`config.mk`:
```
export PLATFORM = sky130hd
export DESIGN_NAME = inval_ack_tracker
export DESIGN_NICKNAME = d
export VERILOG_FILES = /design/src/rtl/iat_pkg.sv /design/src/rtl/iat_alloc.sv /design/src/rtl/iat_entry.sv /design/src/rtl/iat_hazard.sv /design/src/rtl/inval_ack_tracker.sv
export SDC_FILE = /design/constraint.sdc
export NUM_CORES = 1
export LEC_CHECK = 0
export BUFFER_PORTS_ARGS = -buffer_cell sky130_fd_sc_hd__buf_4
export CAP_MARGIN = 40
export CORE_MARGIN = 2
export CORE_UTILIZATION = 50
export DETAILED_ROUTE_END_ITERATION = 12
export PLACE_DENSITY_LB_ADDON = 0.2
export RECOVER_POWER = 50
export REMOVE_ABC_BUFFERS = 1
export SLEW_MARGIN = 20
export SYNTH_ARGS = -nofsm -noshare
export SYNTH_HDL_FRONTEND = slang
export SYNTH_SLANG_ARGS = --single-unit
```
`constraint.sdc`:
```
create_clock -name clk -period 1.8 [get_ports clk]
set_input_delay 0 -clock clk [delete_from_list [all_inputs] [get_ports clk]]
set_output_delay 0 -clock clk [all_outputs]
set_load 0.01 [all_outputs]
```
`src/rtl/iat_pkg.sv`:
```
package iat_pkg;

  // Index of the lowest clear bit among the first n bits; n when all are set.
  function automatic int unsigned lowest_clear(input logic [31:0] vec, input int unsigned n);
    int unsigned r;
    r = n;
    for (int i = 31; i >= 0; i--) begin
      if (i < int'(n) && !vec[i]) r = i;
    end
    return r;
  endfunction

  // True when the entry still expects exactly one acknowledgement.
  function automatic logic last_ack(input logic [31:0] remaining);
    return remaining == 32'd1;
  endfunction

endpackage

```
`src/rtl/iat_alloc.sv`:
```
module iat_alloc #(
  parameter int ENTRIES = 4,
  parameter int TAG_W   = (ENTRIES > 1) ? $clog2(ENTRIES) : 1
) (
  input  logic [ENTRIES-1:0] busy,
  output logic               free_any,
  output logic [TAG_W-1:0]   free_tag,
  output logic [ENTRIES-1:0] free_onehot
);
  import iat_pkg::*;

  int unsigned pick;

  always_comb begin
    pick        = lowest_clear(32'(busy), ENTRIES);
    free_any    = (pick < ENTRIES);
    free_tag    = free_any ? TAG_W'(pick) : '0;
    free_onehot = '0;
    for (int i = 0; i < ENTRIES; i++) begin
      if (free_any && pick == i) free_onehot[i] = 1'b1;
    end
  end

  always_comb begin
    assert_pick_free_R2: assert (!free_any || (free_onehot & busy) == '0);
  end
endmodule

```
`src/rtl/iat_entry.sv`:
```
module iat_entry #(
  parameter int ADDR_W = 16,
  parameter int CNT_W  = 4
) (
  input  logic              clk,
  input  logic              rst_n,
  input  logic              alloc_en,
  input  logic [ADDR_W-1:0] alloc_addr,
  input  logic [CNT_W-1:0]  alloc_cnt,
  input  logic              ack_hit,
  output logic              busy,
  output logic [ADDR_W-1:0] addr,
  output logic [CNT_W-1:0]  remaining,
  output logic              done
);
  import iat_pkg::*;

  always_comb done = ack_hit && last_ack(32'(remaining));

  always_ff @(posedge clk) begin
    if (!rst_n) begin
      busy      <= 1'b0;
      addr      <= '0;
      remaining <= '0;
    end else if (alloc_en) begin
      busy      <= 1'b1;
      addr      <= alloc_addr;
      remaining <= alloc_cnt;
    end else if (done) begin
      busy      <= 1'b0;
      remaining <= '0;
    end else if (ack_hit) begin
      remaining <= remaining - CNT_W'(1);
    end
  end

  assert_busy_nonzero_R3: assert property (@(posedge clk) disable iff (!rst_n)
    busy |-> remaining != '0);
  assert_done_frees_R3: assert property (@(posedge clk) disable iff (!rst_n)
    done |=> !busy);
  assert_ack_on_busy_R8: assert property (@(posedge clk) disable iff (!rst_n)
    ack_hit |-> busy);
  assert_alloc_when_free_R2: assert property (@(posedge clk) disable iff (!rst_n)
    alloc_en |-> !busy);
endmodule

```
`src/rtl/iat_hazard.sv`:
```
module iat_hazard #(
  parameter int ENTRIES = 4,
  parameter int ADDR_W  = 16
) (
  input  logic                           clk,
  input  logic                           rst_n,
  input  logic [ENTRIES-1:0]             busy,
  input  logic [ENTRIES-1:0][ADDR_W-1:0] entry_addr,
  input  logic                           ordered_mode,
  input  logic                           acc_valid,
  input  logic                           acc_write,
  input  logic [ADDR_W-1:0]              acc_addr,
  output logic                           addr_hit,
  output logic                           stall
);
  logic [ENTRIES-1:0] match;

  for (genvar i = 0; i < ENTRIES; i++) begin : g_cmp
    assign match[i] = busy[i] && (entry_addr[i] == acc_addr);
  end

  always_comb begin
    addr_hit = |match;
    stall    = acc_valid && ((!acc_write && addr_hit) || (ordered_mode && (|busy)));
  end

  assert_read_blocked_R5: assert property (@(posedge clk) disable iff (!rst_n)
    (acc_valid && !acc_write && addr_hit) |-> stall);
  assert_ordered_blocked_R6: assert property (@(posedge clk) disable iff (!rst_n)
    (acc_valid && ordered_mode && (busy != '0)) |-> stall);
  assert_idle_no_stall_R6: assert property (@(posedge clk) disable iff (!rst_n)
    (busy == '0) |-> !stall);
endmodule

```
`src/rtl/inval_ack_tracker.sv`:
```
module inval_ack_tracker #(
  parameter int ENTRIES = 4,
  parameter int ADDR_W  = 16,
  parameter int CNT_W   = 4,
  parameter int TAG_W   = (ENTRIES > 1) ? $clog2(ENTRIES) : 1
) (
  input  logic               clk,
  input  logic               rst_n,
  input  logic               ordered_mode,
  input  logic               wr_start,
  input  logic [ADDR_W-1:0]  wr_addr,
  input  logic [CNT_W-1:0]   wr_sharers,
  output logic               wr_ready,
  output logic [TAG_W-1:0]   wr_tag,
  input  logic               ack_valid,
  input  logic [TAG_W-1:0]   ack_tag,
  input  logic               acc_valid,
  input  logic               acc_write,
  input  logic [ADDR_W-1:0]  acc_addr,
  output logic [ENTRIES-1:0] done_vec,
  output logic               stall,
  output logic               ack_err
);
  logic [ENTRIES-1:0]             busy;
  logic [ENTRIES-1:0][ADDR_W-1:0] entry_addr;
  logic [ENTRIES-1:0][CNT_W-1:0]  entry_cnt;
  logic [ENTRIES-1:0]             entry_done;
  logic [ENTRIES-1:0]             alloc_en;
  logic [ENTRIES-1:0]             ack_hit;
  logic [ENTRIES-1:0]             free_onehot;
  logic                           free_any;
  logic                           accept;
  logic                           zero_cnt;
  logic                           ack_stray;
  logic                           addr_hit;

  iat_alloc #(.ENTRIES(ENTRIES), .TAG_W(TAG_W)) u_alloc (
    .busy        (busy),
    .free_any    (free_any),
    .free_tag    (wr_tag),
    .free_onehot (free_onehot)
  );

  always_comb begin
    wr_ready  = free_any;
    accept    = wr_start && free_any;
    zero_cnt  = (wr_sharers == '0);
    ack_stray = ack_valid && !busy[ack_tag];
  end

  for (genvar i = 0; i < ENTRIES; i++) begin : g_ent
    assign alloc_en[i] = accept && free_onehot[i] && !zero_cnt;
    assign ack_hit[i]  = ack_valid && (ack_tag == TAG_W'(i)) && busy[i];
    assign done_vec[i] = entry_done[i] || (accept && free_onehot[i] && zero_cnt);

    iat_entry #(.ADDR_W(ADDR_W), .CNT_W(CNT_W)) u_entry (
      .clk        (clk),
      .rst_n      (rst_n),
      .alloc_en   (alloc_en[i]),
      .alloc_addr (wr_addr),
      .alloc_cnt  (wr_sharers),
      .ack_hit    (ack_hit[i]),
      .busy       (busy[i]),
      .addr       (entry_addr[i]),
      .remaining  (entry_cnt[i]),
      .done       (entry_done[i])
    );
  end

  always_ff @(posedge clk) begin
    if (!rst_n) ack_err <= 1'b0;
    else if (ack_stray) ack_err <= 1'b1;
  end

  iat_hazard #(.ENTRIES(ENTRIES), .ADDR_W(ADDR_W)) u_hazard (
    .clk          (clk),
    .rst_n        (rst_n),
    .busy         (busy),
    .entry_addr   (entry_addr),
    .ordered_mode (ordered_mode),
    .acc_valid    (acc_valid),
    .acc_write    (acc_write),
    .acc_addr     (acc_addr),
    .addr_hit     (addr_hit),
    .stall        (stall)
  );

  assert_refused_no_alloc_R2: assert property (@(posedge clk) disable iff (!rst_n)
    (wr_start && !wr_ready) |=> ((busy & ~$past(busy)) == '0));
  assert_stray_sets_err_R8: assert property (@(posedge clk) disable iff (!rst_n)
    ack_stray |=> ack_err);
  assert_err_sticky_R8: assert property (@(posedge clk) disable iff (!rst_n)
    ack_err |=> ack_err);
  assert_zero_done_free_R4: assert property (@(posedge clk) disable iff (!rst_n)
    (accept && zero_cnt) |=> ((busy & ~$past(busy)) == '0));
endmodule

```
==> reports/results.tsv, run 1 <==
metric	value	unit
crit_fanout	2	
first_global_vias	4006	
clkTransAtPathRegs	90	ps
h-tree-depth	3	
wire_per_inst	16.3	um
final.setup.tns	-48.7	ps
grt-ovfl-total	0	
period_share	103	%
drc_errors	0	
synth_warnings	0	
leakagePower	2.20	nW
ys.flop_type	dfxtp_1	
cp.arrival	1850	ps
antenna_found_initial	0	
cts_buffers	9	
antenna_cells	0	
initial_utilization	50.7	%
relSlewSlack	55.2	%
fin_skew	10.7	ps
synth_edf_count	0	
startpoint_type	register	
synth_largest_area_cell	dfxtp_1	
clock-sinks	85	
drt-total-wl	12100	um
rows	35	
first_pass_iters	4	
min_period	1850	ps
worstPathCellList	xor2_1 > nor4_1 > nand3_1 > o22a_1 > a41oi_2 > buf_4	
timing.rr.end	g_ent[3].u_entry.remaining[0]	
dpl.hpwl	8450	um
grt_first_pass_wirelength	19600	um
regArea	0.00171	mm2
synthArstFlopShare	0	%
whs_endpoint	g_ent[3].u_entry.remaining[1]	
place.gp.congestion	0.856	
num_vias	4057	
dp.cells	710	
worstPathRequired	1800	ps
setup_viol	1	
crit_type	register to output port	
min_path_type	primary input to register	
postCtsSetupBuffers	0	
hold_ws	71.8	ps
core	0.00911	mm2
ys_types	55	
syn_inst	558	
dieArea	0.0100	mm2
rr_startpoint	g_ent[1].u_entry.busy	
p_per_area	750	mW/mm2
ctsLongestPathBuffers	2	
drt_iter0_drc	137	
worstRegToRegCells	5	
grt_max_degree	58	
die_h	100	um
grt.total_usage	24.9	%
area_growth	22.5	%
drv_cap	0	
holdPathStages	4	
yosysMostFrequentCell	nand2_1	
crit_family	compound AO/OA/AOI/OAI gates	
cts_root_buf	clkbuf_8	
ys_top_cells_by_count	149 x nand2_1, 85 x dfxtp_1, 60 x a21boi_0, 38 x xor2_1, 26 x xnor2_1	
layout_setup_ws	-48.7	ps
instances_no_fill	744	
synth_seq_area_share	36.9	%
nNetsFinal	681	
die_w	100	um
rrSetupSlack	50	ps
clock_latency	350	ps
cts_tree	built	
rsz0062_at_grt	yes	
crit_slowest_cell	dfxtp_1	
ys_top_cells_by_area	dfxtp_1 37%, nand2_1 12%, a21boi_0 9.8%	
drv_slew	0	
io_buffers	53	
tightest_slew	670	ps
ioPinCount	54	
violations	setup timing	
cpPeakStageDelay	330	ps
avgSynthCellArea	8.27	um2
ys_seq_elements	85	
fillCellCount	792	
max_freq	541	MHz
drive_gt1_share	17.7	%
status	finished with violations	
via_per_inst	5.45	
ir_drop	0.373	mV
hold_viol	0	
syn-cell-area	0.00462	mm2
multi_input_area	0.00280	mm2
synth_top_cell_area_share	36.9	%
crit_path_end_kind	output port	
cp.buffers_inverters	1	
ant_nets	0	
worstHoldStart	wr_sharers[1]	
-- cells by family (layout without fill, tap and decap cells) --
group	after synthesis	in the layout	share of synthesized area, %
AOI/OAI and AO/OA	121	121	19.2
adders and majority gates	8	8	2.17
muxes	3	3	0.922
buffers and inverters	42	117	4.53
xor gates and xnor gates	64	64	12.1
DFF	85	85	36.9
and+or+nand+nor	235	235	24.1
-- what timing repair did --
action                     in CTS  in global routing
hold endpoints to repair       68                  0
hold buffers                   18                  0
resized for setup               9                 12
pin swaps                      10                  1
setup endpoints to repair       1                  6
-- registers in the layout, indices dropped and copies added (netlist names) --
signal                   count
ack_err                      1
g_ent.u_entry.busy           4
g_ent.u_entry.addr          64
g_ent.u_entry.remaining     16
-- where the power goes --
group | internal (mW) | switching [mW] | leakage [nW]
sequential | 1.94 | 0.0566 | 0.691
combinational | 0.288 | 0.320 | 1.39
clock | 0.923 | 0.712 | 0.116
-- worst reg2reg max path: cells and delay by family (launching register included) --
family	cells	cell delay (ps)
and+or+nand+nor	3	770
DFF	1	580
AOI/OAI and AO/OA	2	310
-- metal layers --
metal  GRT usage [%]  wire [um]
met4            7.48        163
met3            3.13        573
met1            32.6       5420
met5               0          0
met2            43.2       5960
-- area by class of cell --
class	instances	share of cell area (%)
repair buffers	91	12.9
inverters	10	0.664
clock inverters	6	1.97
well taps	111	2.46
clock buffers	10	2.26
flip-flops and latches	85	30.2
multi-input cells	431	49.5
-- per-stage QoR --
| step | instance area (um2) | power (mW) | utilization (%) | setup WS (ps) |
|---|---|---|---|---|
| finish | 5650 | 4.24 | 62.1 | -48.7 |
| global route | 5650 | 4.42 | 62.1 | -99.2 |
| CTS | 5640 | 4.26 | 61.9 | -48.7 |
| detailed placement | 5170 | 2.60 | 56.7 | 70.4 |
| global placement | 5170 | 2.59 | 56.7 | 85.6 |
| floorplan | 4440 | 2.32 | - | -374 |
-- how the worst max path moves through the flow --
stage / slack, ps / from / to / cells past startpoint
2_1_floorplan: -370 / g_ent[0].u_entry.busy / g_ent[3].u_entry.remaining[0] / 4
3_3_place_gp: 90 / wr_sharers[0] / g_ent[1].u_entry.remaining[0] / 6
3_5_place_dp: 70 / wr_sharers[0] / g_ent[1].u_entry.remaining[0] / 6
4_1_cts: -50 / g_ent[2].u_entry.addr[13] / stall / 6
5_1_grt: -100 / g_ent[2].u_entry.addr[6] / stall / 6
6_report: -50 / g_ent[1].u_entry.addr[14] / stall / 6
-- layout by cell type (no fill, tap or decap), drive strengths merged, types with 3 or more instances in the layout --
cell         count
nor3             8
clkbuf          16
ha               8
nand2b           4
dlygate4sd3     18
xnor2           26
a21oi           18
o21ai           10
dfxtp           85
o211ai           3
nor2            18
nor4            12
xor2            38
buf             67
inv             10
nand2          152
bufinv           3
nor2b            8
and3             5
and4b            3
o21a             3
nand3           11
nand4            8
a21boi          71
(Power assumes the default switching activity.)
==> inputs of run 2 (changes only) <==
--- a/config.mk
+++ b/config.mk
@@ -11,7 +11,7 @@
 export CORE_UTILIZATION = 50
 export DETAILED_ROUTE_END_ITERATION = 12
 export PLACE_DENSITY_LB_ADDON = 0.2
-export RECOVER_POWER = 50
+export RECOVER_POWER = 100
 export REMOVE_ABC_BUFFERS = 1
 export SLEW_MARGIN = 20
 export SYNTH_ARGS = -nofsm -noshare
==> constraint.sdc (replaced) <==
create_clock -name clk -period 1.8 [get_ports clk]
set_input_delay 0.09 -clock clk [delete_from_list [all_inputs] [get_ports clk]]
set_output_delay 0.09 -clock clk [all_outputs]
set_load 0.01 [all_outputs]
==> reports/results.tsv, run 2 (synthesis gave the netlist of run 1 again) <==
metric	value	unit
status	finished with violations	
violations	setup timing	
cts_root_buf	clkbuf_8	
initial_utilization	50.7	%
setup_viol	1	
relSlewSlack	60.1	%
rsz0062_at_grt	yes	
grt_first_pass_wirelength	19700	um
cpPeakStageDelay	340	ps
worstRegToRegCells	7	
seqPwrFrac	52.1	%
io_buffers	53	
drc_errors	0	
worstPathCellList	xor2_2 > nor4_1 > buf_4 > nand3_2 > o22a_1 > a41oi_2 > buf_4	
first_global_vias	4002	
place.gp.congestion	0.847	
period_share	109	%
switchingPower	1.11	mW
h-tree-depth	3	
final_cell_mix	151 x nand2_1, 82 x dfxtp_1, 63 x buf_4	
dieArea	0.0100	mm2
regArea	0.00171	mm2
intPower	2.72	mW
area_growth	18.3	%
instances_no_fill	739	
grt.total_usage	25.1	%
max_freq	508	MHz
die_h	100	um
ir_drop	0.315	mV
dpl.hpwl	8690	um
drt_iter0_drc	127	
crit_slowest_cell	dfxtp_2	
critPathLaunch	g_ent[2].u_entry.addr[13]	
layout_commonest_cell	nand2_1	
cp.arrival	1880	ps
dp.cells	714	
endpoint	stall	
p_sw_share	29.0	%
rrSetupSlack	60	ps
crit_top_cell	buf_4	
antenna_found_initial	0	
reg_top3	g_ent.u_entry.addr (64), g_ent.u_entry.remaining (16), g_ent.u_entry.busy (4)	
drive_gt1_share	17.0	%
largest_register_ffs	64	
nNetsFinal	676	
holdPathStages	3	
crit_path_end_kind	output port	
min_period	1970	ps
cts_tree	built	
drv_slew	0	
ant_nets	0	
rows	35	
tightest_slew	598	ps
crit_type	register to output port	
num_vias	4145	
via_per_inst	5.61	
layout_setup_ws	-169	ps
p_total	3.83	mW
rr_startpoint	g_ent[2].u_entry.busy	
min_path_type	primary input to register	
ctsLongestPathBuffers	2	
cts_buffers	9	
startpoint_type	register	
p_comb_share	15.3	%
ioPinCount	54	
crit_fanout	2	
wire_per_inst	16.5	um
clock_latency	360	ps
die_w	100	um
clock-sinks	85	
core	0.00911	mm2
pwr-share-clk	32.6	%
top_register	g_ent.u_entry.addr	
hold_viol	0	
fillCellCount	843	
drt-total-wl	12200	um
antenna_cells	0	
clkTransAtPathRegs	100	ps
leakagePower	2.12	nW
drv_cap	0	
grt_max_degree	64	
fin_skew	14.7	ps
worstPathRequired	1710	ps
grt-ovfl-total	0	
first_pass_iters	4	
multi_input_area	0.00274	mm2
p_per_area	701	mW/mm2
timing.rr.end	g_ent[3].u_entry.addr[4]	
==> run 2: cell types whose count changed in the layout (fill, tap and decap cells not counted), sizes merged <==
cell         change
buf              -1
clkbuf           +7
clkinvlp         +3
clkinv           -1
dlygate4sd3     -11
bufinv           -3
inv              +1
==> run 2: what timing repair did <==
| action | in CTS | in global routing |
|---|---|---|
| setup endpoints to repair | 2 | 4 |
| buffers inserted | 0 | 2 |
| hold buffers | 7 | 0 |
| gates resized for setup | 7 | 9 |
| hold endpoints to repair | 11 | 0 |
| pin swaps | 4 | 3 |
==> run 2: per-layer routing <==
layer  global-route usage, %  part of all wire, %  vias up  routed length, um
met5                       0                    0        -                  0
met4                    7.59                  1.2        0                151
met3                    2.65                  3.9       11                470
met2                    44.0                   50      102               6070
met1                    32.6                   45     2012               5510
li1                        -                    -     2020                  -
==> run 2: through the flow <==
step                setup TNS, ps  util, %  cell area, um2  hold slack (ps)  setup slack [ps]
floorplan                   -8610        -            4440              207              -374
global placement                0     57.3            5220              366               153
detailed placement              0     57.3            5220              377               135
CTS                          -175     60.4            5500             1.57              -175
global route                -1920     60.0            5460            0.269              -298
finish                       -169     60.0            5460             9.87              -169
==> run 2: area by class of cell <==
cell class / count / area share (%)
clock buffers: 10 / 2.34
clock inverters: 6 / 0.871
inverters: 10 / 0.687
multi-input cells: 431 / 50.1
flip-flops and latches: 85 / 31.3
well taps: 111 / 2.54
repair buffers: 86 / 12.2
==> run 2: power groups by stage <==
stage	logic, mW	clock network [mW]	registers [mW]
final	0.585	1.25	2.00
after global routing	0.641	1.37	2.01
after detailed placement	0.578	0	2.04
after floorplan	0.288	0	2.03
after global placement	0.570	0	2.04
after CTS	0.596	1.27	2.00
==> run 2: worst max-delay path: cells and delay by family, from the launching register on <==
kind                   cells  cell delay, ps
buffers and inverters      2             310
flip-flops                 1             340
AO/OA/AOI/OAI              2             390
AND/OR/NAND/NOR            2             340
XOR/XNOR                   1             150
==> run 2: worst min path at each step <==
stage / slack, ps / to / startpoint
CTS: 2 / g_ent[3].u_entry.addr[8] / wr_addr[8]
global route: 0.3 / g_ent[2].u_entry.addr[1] / wr_addr[1]
finish: 10 / g_ent[2].u_entry.addr[1] / wr_addr[1]
floorplan: 210 / g_ent[0].u_entry.remaining[2] / rst_n
global placement: 370 / g_ent[3].u_entry.addr[9] / wr_addr[9]
detailed placement: 380 / g_ent[3].u_entry.addr[13] / wr_addr[13]
